## config.mk

```make
export PLATFORM = sky130hd
export DESIGN_NAME = pcseq_top
export DESIGN_NICKNAME = d
export VERILOG_FILES = /design/src/rtl/pcseq_pkg.sv /design/src/rtl/pcseq_decode.sv /design/src/rtl/pcseq_ras.sv /design/src/rtl/pcseq_next.sv /design/src/rtl/pcseq_top.sv
export SDC_FILE = /design/constraint.sdc
export NUM_CORES = 1
export LEC_CHECK = 0
export ABC_AREA = 1
export BUFFER_PORTS_ARGS = -buffer_cell sky130_fd_sc_hd__buf_2
export CORE_UTILIZATION = 30
export CTS_BUF_LIST = sky130_fd_sc_hd__clkbuf_16
export CTS_CLUSTER_SIZE = 25
export DETAILED_ROUTE_END_ITERATION = 10
export HOLD_SLACK_MARGIN = 0.05
export PLACE_DENSITY = 0.44
export SYNTH_ARGS = -nofsm -noshare
export SYNTH_HDL_FRONTEND = slang
export SYNTH_SLANG_ARGS = --single-unit
```

## constraint.sdc

```tcl
create_clock -name clk -period 7 [get_ports clk]
set_input_delay 1.05 -clock clk [delete_from_list [all_inputs] [get_ports clk]]
set_output_delay 1.05 -clock clk [all_outputs]
set_load 0.02 [all_outputs]
```

## src/rtl/pcseq_pkg.sv

```systemverilog
package pcseq_pkg;

  localparam int PC_W   = 12;
  localparam int INSN_W = 18;
  localparam int DISP_W = 8;

  typedef enum logic [2:0] {
    OP_SEQ  = 3'd0,
    OP_BR   = 3'd1,
    OP_JMP  = 3'd2,
    OP_CALL = 3'd3,
    OP_RET  = 3'd4
  } op_e;

  // Address of the following instruction, wrapping at the top of the space.
  function automatic logic [PC_W-1:0] pc_plus_one(input logic [PC_W-1:0] a);
    return a + {{(PC_W-1){1'b0}}, 1'b1};
  endfunction

  // Relative target: sign-extend the displacement and add it to the base.
  function automatic logic [PC_W-1:0] rel_target(input logic [PC_W-1:0] base,
                                                 input logic [DISP_W-1:0] disp);
    logic [PC_W-1:0] ext;
    ext = {{(PC_W-DISP_W){disp[DISP_W-1]}}, disp};
    return base + ext;
  endfunction

  // Condition test selected by the two-bit code.
  function automatic logic cond_hit(input logic [1:0] cc, input logic z, input logic c);
    case (cc)
      2'b00:   return z;
      2'b01:   return !z;
      2'b10:   return c;
      default: return !c;
    endcase
  endfunction

endpackage

```

## src/rtl/pcseq_decode.sv

```systemverilog
module pcseq_decode
  import pcseq_pkg::*;
#(
  parameter int IW = INSN_W,
  parameter int AW = PC_W,
  parameter int DW = DISP_W
) (
  input  logic [IW-1:0] insn,
  output op_e           op,
  output logic [1:0]    cc,
  output logic [DW-1:0] disp,
  output logic [AW-1:0] target
);

  localparam logic [5:0] BR_PFX   = 6'b111110;
  localparam logic [4:0] JMP_PFX  = 5'b11110;
  localparam logic [6:0] MISC_PFX = 7'b1111110;
  localparam logic [2:0] RET_FN   = 3'b000;

  logic is_br, is_jf, is_ret;

  assign is_br  = (insn[IW-1 -: 6] == BR_PFX);
  assign is_jf  = (insn[IW-1 -: 5] == JMP_PFX);
  assign is_ret = (insn[IW-1 -: 7] == MISC_PFX) && (insn[IW-8 -: 3] == RET_FN);

  assign cc     = insn[IW-7 -: 2];
  assign disp   = insn[DW-1:0];
  assign target = insn[AW-1:0];

  always_comb begin
    if (is_br)                     op = OP_BR;
    else if (is_jf && !insn[AW])   op = OP_JMP;
    else if (is_jf &&  insn[AW])   op = OP_CALL;
    else if (is_ret)               op = OP_RET;
    else                           op = OP_SEQ;
  end

endmodule

```

## src/rtl/pcseq_ras.sv

```systemverilog
module pcseq_ras #(
  parameter int AW    = 12,
  parameter int DEPTH = 8,
  localparam int PTR_W = (DEPTH > 1) ? $clog2(DEPTH) : 1,
  localparam int LVL_W = $clog2(DEPTH + 1)
) (
  input  logic             clk,
  input  logic             rst_n,
  input  logic             push,
  input  logic             pop,
  input  logic [AW-1:0]    din,
  output logic [AW-1:0]    dout,
  output logic [LVL_W-1:0] level,
  output logic             full,
  output logic             empty,
  output logic             underflow
);

  // Circular storage: a push past the depth overwrites the oldest slot.
  logic [AW-1:0]    slot [DEPTH];
  logic [PTR_W-1:0] top;
  logic [PTR_W-1:0] wr_idx;
  logic [LVL_W-1:0] cnt;
  logic             uf_q;

  assign wr_idx = top + {{(PTR_W-1){1'b0}}, 1'b1};
  assign full   = (cnt == LVL_W'(DEPTH));
  assign empty  = (cnt == '0);

  for (genvar i = 0; i < DEPTH; i++) begin : g_slot
    always_ff @(posedge clk or negedge rst_n) begin
      if (!rst_n)
        slot[i] <= '0;
      else if (push && (wr_idx == PTR_W'(i)))
        slot[i] <= din;
    end
  end

  always_ff @(posedge clk or negedge rst_n) begin
    if (!rst_n) begin
      top  <= '0;
      cnt  <= '0;
      uf_q <= 1'b0;
    end else if (push) begin
      top <= wr_idx;
      if (!full) cnt <= cnt + 1'b1;
    end else if (pop) begin
      if (empty) begin
        uf_q <= 1'b1;
      end else begin
        top <= top - 1'b1;
        cnt <= cnt - 1'b1;
      end
    end
  end

  assign dout      = empty ? '0 : slot[top];
  assign level     = cnt;
  assign underflow = uf_q;

endmodule

```

## src/rtl/pcseq_next.sv

```systemverilog
module pcseq_next
  import pcseq_pkg::*;
#(
  parameter int AW = PC_W,
  parameter int DW = DISP_W
) (
  input  logic          step_en,
  input  op_e           op,
  input  logic [1:0]    cc,
  input  logic [DW-1:0] disp,
  input  logic [AW-1:0] target,
  input  logic          flag_z,
  input  logic          flag_c,
  input  logic [AW-1:0] pc,
  input  logic [AW-1:0] ret_addr,
  output logic [AW-1:0] pc_nxt,
  output logic [AW-1:0] link_addr,
  output logic          push,
  output logic          pop,
  output logic          taken
);

  logic [AW-1:0] seq_addr;
  logic [AW-1:0] sel;

  assign seq_addr  = pc_plus_one(pc);
  assign link_addr = seq_addr;
  assign taken     = (op == OP_BR) && cond_hit(cc, flag_z, flag_c);

  always_comb begin
    sel = seq_addr;
    unique case (op)
      OP_BR:   sel = taken ? rel_target(seq_addr, disp) : seq_addr;
      OP_JMP:  sel = target;
      OP_CALL: sel = target;
      OP_RET:  sel = ret_addr;
      default: sel = seq_addr;
    endcase
  end

  assign pc_nxt = step_en ? sel : pc;
  assign push   = step_en && (op == OP_CALL);
  assign pop    = step_en && (op == OP_RET);

endmodule

```

## src/rtl/pcseq_top.sv

```systemverilog
module pcseq_top
  import pcseq_pkg::*;
#(
  parameter int AW    = PC_W,
  parameter int IW    = INSN_W,
  parameter int DW    = DISP_W,
  parameter int DEPTH = 8,
  localparam int LVL_W = $clog2(DEPTH + 1)
) (
  input  logic             clk,
  input  logic             rst_n,
  input  logic             step_en,
  input  logic [IW-1:0]    insn,
  input  logic             flag_z,
  input  logic             flag_c,
  output logic [AW-1:0]    pc,
  output logic [LVL_W-1:0] stk_level,
  output logic             stk_full,
  output logic             stk_empty,
  output logic             stk_underflow
);

  // Named internal events, visible to the bound checker.
  op_e           dec_op;
  logic [1:0]    dec_cc;
  logic [DW-1:0] dec_disp;
  logic [AW-1:0] dec_target;
  logic [AW-1:0] ret_addr;
  logic [AW-1:0] link_addr;
  logic [AW-1:0] pc_nxt;
  logic          ev_push;
  logic          ev_pop;
  logic          ev_taken;
  logic [AW-1:0] pc_q;

  pcseq_decode #(.IW(IW), .AW(AW), .DW(DW)) u_dec (
    .insn   (insn),
    .op     (dec_op),
    .cc     (dec_cc),
    .disp   (dec_disp),
    .target (dec_target)
  );

  pcseq_next #(.AW(AW), .DW(DW)) u_nxt (
    .step_en   (step_en),
    .op        (dec_op),
    .cc        (dec_cc),
    .disp      (dec_disp),
    .target    (dec_target),
    .flag_z    (flag_z),
    .flag_c    (flag_c),
    .pc        (pc_q),
    .ret_addr  (ret_addr),
    .pc_nxt    (pc_nxt),
    .link_addr (link_addr),
    .push      (ev_push),
    .pop       (ev_pop),
    .taken     (ev_taken)
  );

  pcseq_ras #(.AW(AW), .DEPTH(DEPTH)) u_ras (
    .clk       (clk),
    .rst_n     (rst_n),
    .push      (ev_push),
    .pop       (ev_pop),
    .din       (link_addr),
    .dout      (ret_addr),
    .level     (stk_level),
    .full      (stk_full),
    .empty     (stk_empty),
    .underflow (stk_underflow)
  );

  always_ff @(posedge clk or negedge rst_n) begin
    if (!rst_n) pc_q <= '0;
    else        pc_q <= pc_nxt;
  end

  assign pc = pc_q;

endmodule

```

==> impl_summary.log, run 1 <==
INFO  metric vias_per_cell = between 4 and 5
INFO  metric remaining_drc_errors = 0
INFO  metric hold-worst-slack = 0.476 ns
INFO  metric grtUsageTotal = 0.189
INFO  metric synth.yosys.seq_area_share = 0.436
INFO  metric clock_tree_from_tritoncts = done
INFO  metric grt_first_pass_wirelength = 31.7 mm
INFO  metric setup.worst_path.end_class = flop
INFO  metric core-area = 21800 sq um
INFO  metric layout.nets = 944
INFO  metric final.fill_count = about 2300
INFO  metric proportion_of_layout_cells_with_a_drive_suffix_above_1 = 0.131
INFO  metric fin_worst_skew = 0.00866 ns
INFO  metric num_vias = 5689
INFO  metric post_synthesis_mux_area_share = 0.00169
INFO  metric power_frac_comb = 0.320
INFO  metric utilization_after_layout = 0.354
INFO  metric critPathMostFrequentCell = sky130_fd_sc_hd__nand2_1
INFO  metric final_hold_viol_count = 0
INFO  metric ff_latch_area = 2900 sq um
INFO  metric die_outline_height = 151 um
INFO  metric grt_start_max_net_pins = 75
INFO  metric largest_incremental_delay_on_the_critical_path = 0.63 ns
INFO  metric synth-xor-area-share = 0.0184
INFO  metric clk_root_buffer_cell = sky130_fd_sc_hd__clkbuf_16
INFO  metric tritoncts.num_buffers = 17
INFO  metric synth_cells = 865
INFO  metric via_count_of_the_first_global_routing_pass = around 5400
INFO  metric min_period = 3.50 ns
INFO  metric switching_share = 0.366
INFO  metric setup_tns = 0 ns
INFO  metric synthesis.area_per_instance = 7.70 sq um
INFO  metric maxSlewHeadroom = 0.289
INFO  metric clk_transition_reported_paths = 0.06 ns
INFO  metric dominant_combinational_cell_family_by_area_after_synthesis = simple AND/OR/NAND/NOR gates
INFO  metric hold_path_class = reg -> reg
INFO  metric hpwl = 13.6 mm
INFO  metric grt_setup_unrepaired = false
INFO  metric cts_resized = 0
INFO  metric max_fo_critical_path = 10
INFO  metric timing.final.max_slew_violations = 0
INFO  metric detailedRoute.firstPassIterationCount = 5
INFO  metric postRouteWirelength = 20.2 mm
INFO  metric worstPathBufferInverterCount = 2
INFO  metric post-layout-total-power = 2.50 mW
INFO  metric ctsHoldBuffers = 0
INFO  metric cts_setup_buffers = 0
INFO  metric finalCritPeriodShare = 0.501
INFO  metric worst_setup_path_start_kind = flop
INFO  metric setup_violations = 0
INFO  metric cp_data_arrival_time = approximately 3.8 ns
INFO  metric num_io_pins = 42
INFO  metric multi_input_area = ~3200 sq um
INFO  metric worst-setup-path-type = reg -> reg
INFO  metric port_buffer_count = 41
INFO  metric die-width = 151 um
INFO  metric synth-compound-area-share = 0.200
INFO  metric globalRoute.totalOverflow = 0
INFO  metric share_clk_of_total_power = 0.369
INFO  metric synthesis.area = 6660 sq um
INFO  metric synth_simple_gate_area_frac = 0.216
INFO  metric antenna_found_initial = 0
INFO  metric detailedRoute.firstIterationViolations = just over 300
INFO  metric detail_route.wl_per_cell = 17.0 um
INFO  metric required = about 7.3 ns
INFO  metric worst_ir_drop_vdd = 150 uV
INFO  metric maxClockFrequency = about 290 MHz
INFO  metric p_per_area = 324 nW/um^2
INFO  metric start_util = 0.305
INFO  metric slowest_cp_cell = sky130_fd_sc_hd__dfrtp_1
INFO  metric synthesized_net_count = 912
INFO  metric leakagePower = 3.78 nW
INFO  metric max_slew.worst_pin.slew = 1.06 ns
INFO  metric critical_path.top_delay_family = simple AND/OR/NAND/NOR gates
INFO  metric power_report.internal_total = 1.59 mW
INFO  metric cts_max_path_buffers = 2
INFO  metric total_switching_power = 0.917 mW
INFO  metric path_cells = ha_1, nand2_1, nor2_1, nand3_1, nor2_1, inv_1, nand2_1, inv_1, ha_1, nand2_1, nor2_1, nand3_1, nand3_1, nand2_1, nand3_1, nand2_1, nand3_1, nand2_1, nand2_1, nand2_1
INFO  metric synth_seq_cells = 116
INFO  metric worst_skew_pair.late_latency = 0.41 ns
INFO  metric antenna-diode-count = 0
INFO  metric rows = 54
INFO  metric netlist-cell-type-count = 40
INFO  metric antenna_left = 0
INFO  metric gp_routability_congestion = 0.810
INFO  metric status = complete, no violations
INFO  metric yosys_warnings = 0
INFO  metric power_frac_seq = 0.311
INFO  metric count_of_max_cap_constraint_violations = 0
INFO  metric cts.htree.levels = 4
INFO  metric area_growth_syn_to_layout = 16.0%
INFO  metric design.die.area = 22800 sq um
INFO  metric yosys.area_share.adder = 0.0474
INFO  metric tritoncts_num_sinks = 116
[cell usage in the layout, fill, tap and decap left out, types with 4 or more instances in the layout]
master and n:
sky130_fd_sc_hd__a22oi_1 7, sky130_fd_sc_hd__xnor2_1 5, sky130_fd_sc_hd__o21bai_1 5, sky130_fd_sc_hd__nand3_1 35, sky130_fd_sc_hd__nand2_1 210, sky130_fd_sc_hd__inv_2 5, sky130_fd_sc_hd__a21oi_1 67, sky130_fd_sc_hd__clkinv_1 4
sky130_fd_sc_hd__xor2_1 9, sky130_fd_sc_hd__dfrtp_1 115, sky130_fd_sc_hd__o21ai_0 137, sky130_fd_sc_hd__nand2_2 8, sky130_fd_sc_hd__nand4_1 6, sky130_fd_sc_hd__o21ai_1 9, sky130_fd_sc_hd__inv_1 92, sky130_fd_sc_hd__o21ai_2 11
sky130_fd_sc_hd__bufinv_16 5, sky130_fd_sc_hd__ha_1 22, sky130_fd_sc_hd__nor2_1 50, sky130_fd_sc_hd__clkinv_2 4, sky130_fd_sc_hd__a21o_1 4, sky130_fd_sc_hd__clkbuf_16 17, sky130_fd_sc_hd__buf_4 8, sky130_fd_sc_hd__buf_2 40
sky130_fd_sc_hd__or2_2 4
[power groups by stage]
stage               Clock, mW  Sequential [mW]  Combinational [mW]
detailed placement          0            0.790               0.804
CTS                     0.947            0.779               0.808
global placement            0            0.789               0.808
floorplan                   0            0.809               0.506
finish                  0.925            0.778               0.801
global route            0.970            0.787               0.900
[metrics by stage]
step / std cells / setup slack (ns) / instance area (sq um)
5_1_grt: 1189 / 3.17 / 7720
4_1_cts: 1189 / 3.44 / 7720
3_5_place_dp: 1158 / 3.11 / 7110
3_3_place_gp: 1158 / 3.26 / 7110
2_1_floorplan: 865 / 4.23 / 6660
6_report: 1189 / 3.50 / 7720
[cells in the mapped netlist (all sizes together)]
master,number,area share
a21oi,67,0.050
nand2,218,0.13
fa,2,0.0060
nand4,6,0.0056
nor3,9,0.014
clkinv,1,0.00056
a31oi,3,0.0028
inv,98,0.056
o211ai,1,0.0011
a41oi,1,0.0013
o22ai,2,0.0019
nor2,55,0.037
clkbuf,21,0.012
a22oi,7,0.0079
nor3b,1,0.0011
nand3,36,0.028
o21bai,5,0.0056
dfrtp,116,0.44
buf,14,0.013
ha,22,0.041
o21ai,157,0.12
xnor2,5,0.0066
mux2,1,0.0017
xor2,9,0.012
or2,4,0.0038
a21o,4,0.0045
[final cells by class]
cell class	count	share of cell area
multi-input combinational	615	0.416
timing repair buffer	48	0.0337
clock inverter	14	0.0249
sequential	116	0.376
clock buffer	17	0.0551
tap	280	0.0454
inverter	99	0.0488
[worst min-delay path: stages (launching register included)]
cell and delay [ns]:
sky130_fd_sc_hd__dfrtp_1 0.33, sky130_fd_sc_hd__nand2_1 0.06, sky130_fd_sc_hd__o21ai_2 0.05
[metal layers]
metal  global-route usage  part of all wire  vias to the layer above
met5                    0                 0                        -
met1                0.262              0.50                     2686
met2                0.295              0.46                       81
met4               0.0555             0.020                        0
met3               0.0386             0.026                       27
li1                     -                 -                     2895
[final timing paths]
path,start,to,slack (ns),depth (start not counted)
setup / recovery,pc[0],pc[11],3.50,20
hold / removal,u_ras.slot[36],u_ras.slot[36],0.48,2
setup reg to reg,pc[0],pc[11],3.50,20
hold reg to reg,u_ras.slot[36],u_ras.slot[36],0.48,2
max in group asynchronous,rst_n,u_ras.slot[88],4.97,2
min in group asynchronous,rst_n,u_ras.level[1],0.63,1
[logic make-up after synthesis]
logic type | count (synthesis)
buffers and inverters | 134
and+or+nand+nor | 329
xor gates and xnor gates | 14
DFF | 116
muxes | 1
AOI/OAI and AO/OA | 247
adders and majority gates | 24
[flip-flops by register name (all words and copies together) (netlist names)]
signal and cells:
u_ras.level 4, u_ras.slot 96, u_ras.top 3, pc 12
u_ras.underflow 1
No activity file was read; power rests on OpenSTA's default activity.
==> inputs of run 2 (changes only) <==
PLACE_DENSITY = 0.46   (was 0.44)
clock period = 2.9 ns   (was 7 ns; I/O delays follow)
==> impl_summary.log, run 2 (same netlist as run 1, synthesis figures left out) <==
INFO  metric status = complete, no violations
INFO  metric setup.worst_path.end_class = flop
INFO  metric worst_setup_path_start_kind = flop
INFO  metric hpwl = 14.8 mm (+8.8%)
INFO  metric clk_root_buffer_cell = sky130_fd_sc_hd__clkbuf_16
INFO  metric count_of_max_cap_constraint_violations = 0 (unchanged)
INFO  metric clk_transition_reported_paths = 0.06 ns (about the same)
INFO  metric r2r_start = pc[6]
INFO  metric hold_path_depth = 3 (+1)
INFO  metric die-width = 151 um (unchanged)
INFO  metric detail_route.wl_per_cell = 17.1 um (+0.58%)
INFO  metric maxSlewHeadroom = 0.582 (+0.292)
INFO  metric die_outline_height = 151 um (unchanged)
INFO  metric postRouteWirelength = 20.8 mm (+3.1%)
INFO  metric min_period = 2.71 ns (-0.794 ns)
INFO  metric antenna-diode-count = 0 (unchanged)
INFO  metric globalRoute.totalOverflow = 0 (unchanged)
INFO  metric grt_first_pass_wirelength = 32.4 mm (+2.2%)
INFO  metric tritoncts.num_buffers = 17 (unchanged)
INFO  metric maxClockFrequency = 369 MHz (+29%)
INFO  metric layout_commonest_cell = sky130_fd_sc_hd__nand2_1
INFO  metric final_hold_viol_count = 0 (unchanged)
INFO  metric placed_cells = 1187 (+2.5%)
INFO  metric via_count_of_the_first_global_routing_pass = 5492 (+1.0%)
INFO  metric detailedRoute.firstIterationViolations = 424 (+40%)
INFO  metric r2r.worst_path.cells = 15 (-25%)
INFO  metric cp_data_arrival_time = 3.03 ns (-0.78 ns)
INFO  metric gp_routability_congestion = 0.867 (+7.1%)
INFO  metric largest_incremental_delay_on_the_critical_path = 0.49 ns (-0.14 ns)
INFO  metric proportion_of_layout_cells_with_a_drive_suffix_above_1 = 0.161 (+0.0299)
INFO  metric critPathMostFrequentCell = sky130_fd_sc_hd__nand2_1
INFO  metric setup_tns = 0 ns (unchanged)
INFO  metric multi_input_area = 3220 sq um (+0.31%)
INFO  metric vias_per_cell = 4.77 (-0.40%)
INFO  metric finalCritPeriodShare = 0.935 (+0.434)
INFO  metric fin_worst_skew = 0.0114 ns (+0.00273 ns)
INFO  metric core-area = 21800 sq um (unchanged)
INFO  metric grt_setup_unrepaired = false
INFO  metric hold_path_class = in -> reg
INFO  metric cts.htree.levels = 4 (unchanged)
INFO  metric final.fill_count = 2309 (-0.60%)
INFO  metric slowest_cp_cell = sky130_fd_sc_hd__dfrtp_1
INFO  metric grtUsageTotal = 0.194 (+0.00579)
INFO  metric ff_latch_area = 2900 sq um (unchanged)
INFO  metric area_growth_syn_to_layout = 19.3%
INFO  metric path_cells = nand2_1, nor2_1, nand4_1, xor2_1, ha_1, inv_1, o21bai_1, a21oi_1, nand3_1, nand2_1, nand3_1, nand3_1, nand2_1, nand2_1, nand2_1
INFO  metric cts_max_path_buffers = 2 (unchanged)
INFO  metric largest_reg_flops = 96 (unchanged)
INFO  metric hold_path_startpoint = insn[3]
INFO  metric mostFrequentLayoutCells = sky130_fd_sc_hd__nand2_1 (210), sky130_fd_sc_hd__o21ai_0 (137), sky130_fd_sc_hd__dfrtp_1 (115)
INFO  metric clock_tree_from_tritoncts = done
INFO  metric num_vias = 5809 (+2.1%)
INFO  metric required = 3.22 ns (-4.09 ns)
INFO  metric port_buffer_count = 41 (unchanged)
INFO  metric worst_r2r_endpoint = pc[10]
INFO  metric antenna_left = 0 (unchanged)
INFO  metric reg2reg_setup_slack = 0.19 ns (-3.31 ns)
INFO  metric antenna_found_initial = 0 (unchanged)
INFO  metric num_io_pins = 42 (unchanged)
INFO  metric rows = 54 (unchanged)
INFO  metric timing.final.max_slew_violations = 0 (unchanged)
INFO  metric timing.hold.worst_endpoint = pc[3]
INFO  metric instances_no_fill = 1219 (+2.5%)
INFO  metric p_per_area = 742 nW/um^2 (+130%)
INFO  metric worst_ir_drop_vdd = 301 uV (+100%)
INFO  metric setup_violations = 0 (unchanged)
INFO  metric worst-setup-path-type = reg -> reg
INFO  metric tritoncts_num_sinks = 116 (unchanged)
INFO  metric grt_start_max_net_pins = 47 (-37%)
INFO  metric worst_skew_pair.late_latency = 0.42 ns (about the same)
INFO  metric regMostFlops = u_ras.slot
INFO  metric design.die.area = 22800 sq um (unchanged)
INFO  metric detailedRoute.firstPassIterationCount = 5 (unchanged)
INFO  metric max_fo_critical_path = 5 (-5)
INFO  metric max_slew.worst_pin.slew = 0.625 ns (-0.437 ns)
INFO  metric layout.nets = 974 (+3.2%)
INFO  metric start_util = 0.305 (unchanged)
INFO  metric leakagePower = 3.92 nW (+3.6%)
INFO  metric remaining_drc_errors = 0 (unchanged)
## run 2: cell count changes in the layout (fill, tap and decap cells not counted), sizes merged
cell | before | now
inv | 99 | 100
dlygate4sd3 | 0 | 1
bufinv | 5 | 2
buf | 48 | 77
clkinvlp | 1 | 3
## run 2: what timing repair did
action	CTS	global route
buffers inserted	0	0
endpoints found under the hold margin	3	0
hold buffers	1	0
resized for setup	0	3
setup endpoints to repair	0	2
## run 2: per-stage QoR
stage | util | power (mW) | instance area (sq um) | worst slack (ns) | hold WS (ns)
6_report | 0.364 | 5.90 | 7940 | 0.189 | 0.360
5_1_grt | 0.364 | 6.27 | 7940 | 0.0241 | 0.373
4_1_cts | 0.363 | 5.96 | 7930 | 0.232 | 0.351
3_5_place_dp | 0.338 | 3.93 | 7370 | 0.230 | 0.465
3_3_place_gp | 0.338 | 3.95 | 7370 | 0.266 | 0.461
2_1_floorplan | - | 3.17 | 6660 | 0.132 | 0.139
## run 2: report_power, final
part / leakage (nW) / switching [mW] / internal (mW)
Sequential: 1.39 / 0.118 / 1.76
Combinational: 2.26 / 1.35 / 0.671
Clock: 0.272 / 0.765 / 1.24
Total: 3.92 / 2.23 / 3.66
## run 2: cell type report
cell class	count	share of cell area
Clock inverter	14	0.0154
Timing Repair Buffer	78	0.0677
Inverter	99	0.0474
Sequential cell	116	0.366
Multi-Input combinational cell	615	0.406
Clock buffer	17	0.0536
Tap cell	280	0.0441
## run 2: layer usage
metal | track usage | up-vias | routed length [um]
met5 | 0 | - | 0
met4 | 0.0655 | 0 | 297
met3 | 0.0250 | 15 | 573
met2 | 0.313 | 91 | 9800
met1 | 0.268 | 2745 | 10100
li1 | - | 2958 | -
## run 2: worst max-delay path by stage
stage | from | end | slack [ns] | depth (start not counted)
floorplan | pc[0] | pc[11] | 0.13 | 20
global placement | pc[0] | pc[11] | 0.27 | 16
detailed placement | pc[0] | pc[11] | 0.23 | 20
CTS | pc[0] | pc[11] | 0.23 | 20
global route | pc[0] | pc[11] | 0.02 | 16
finish | pc[6] | pc[10] | 0.19 | 15
## run 2: worst max-delay path: cells and delay by family, from the launching register on
family	cells	cell delay [ns]
flip-flops	1	0.49
AND/OR/NAND/NOR	10	1.08
XOR/XNOR	1	0.33
adder cells (fa/ha/maj)	1	0.35
buffers and inverters	1	0.11
AO/OA/AOI/OAI	2	0.25
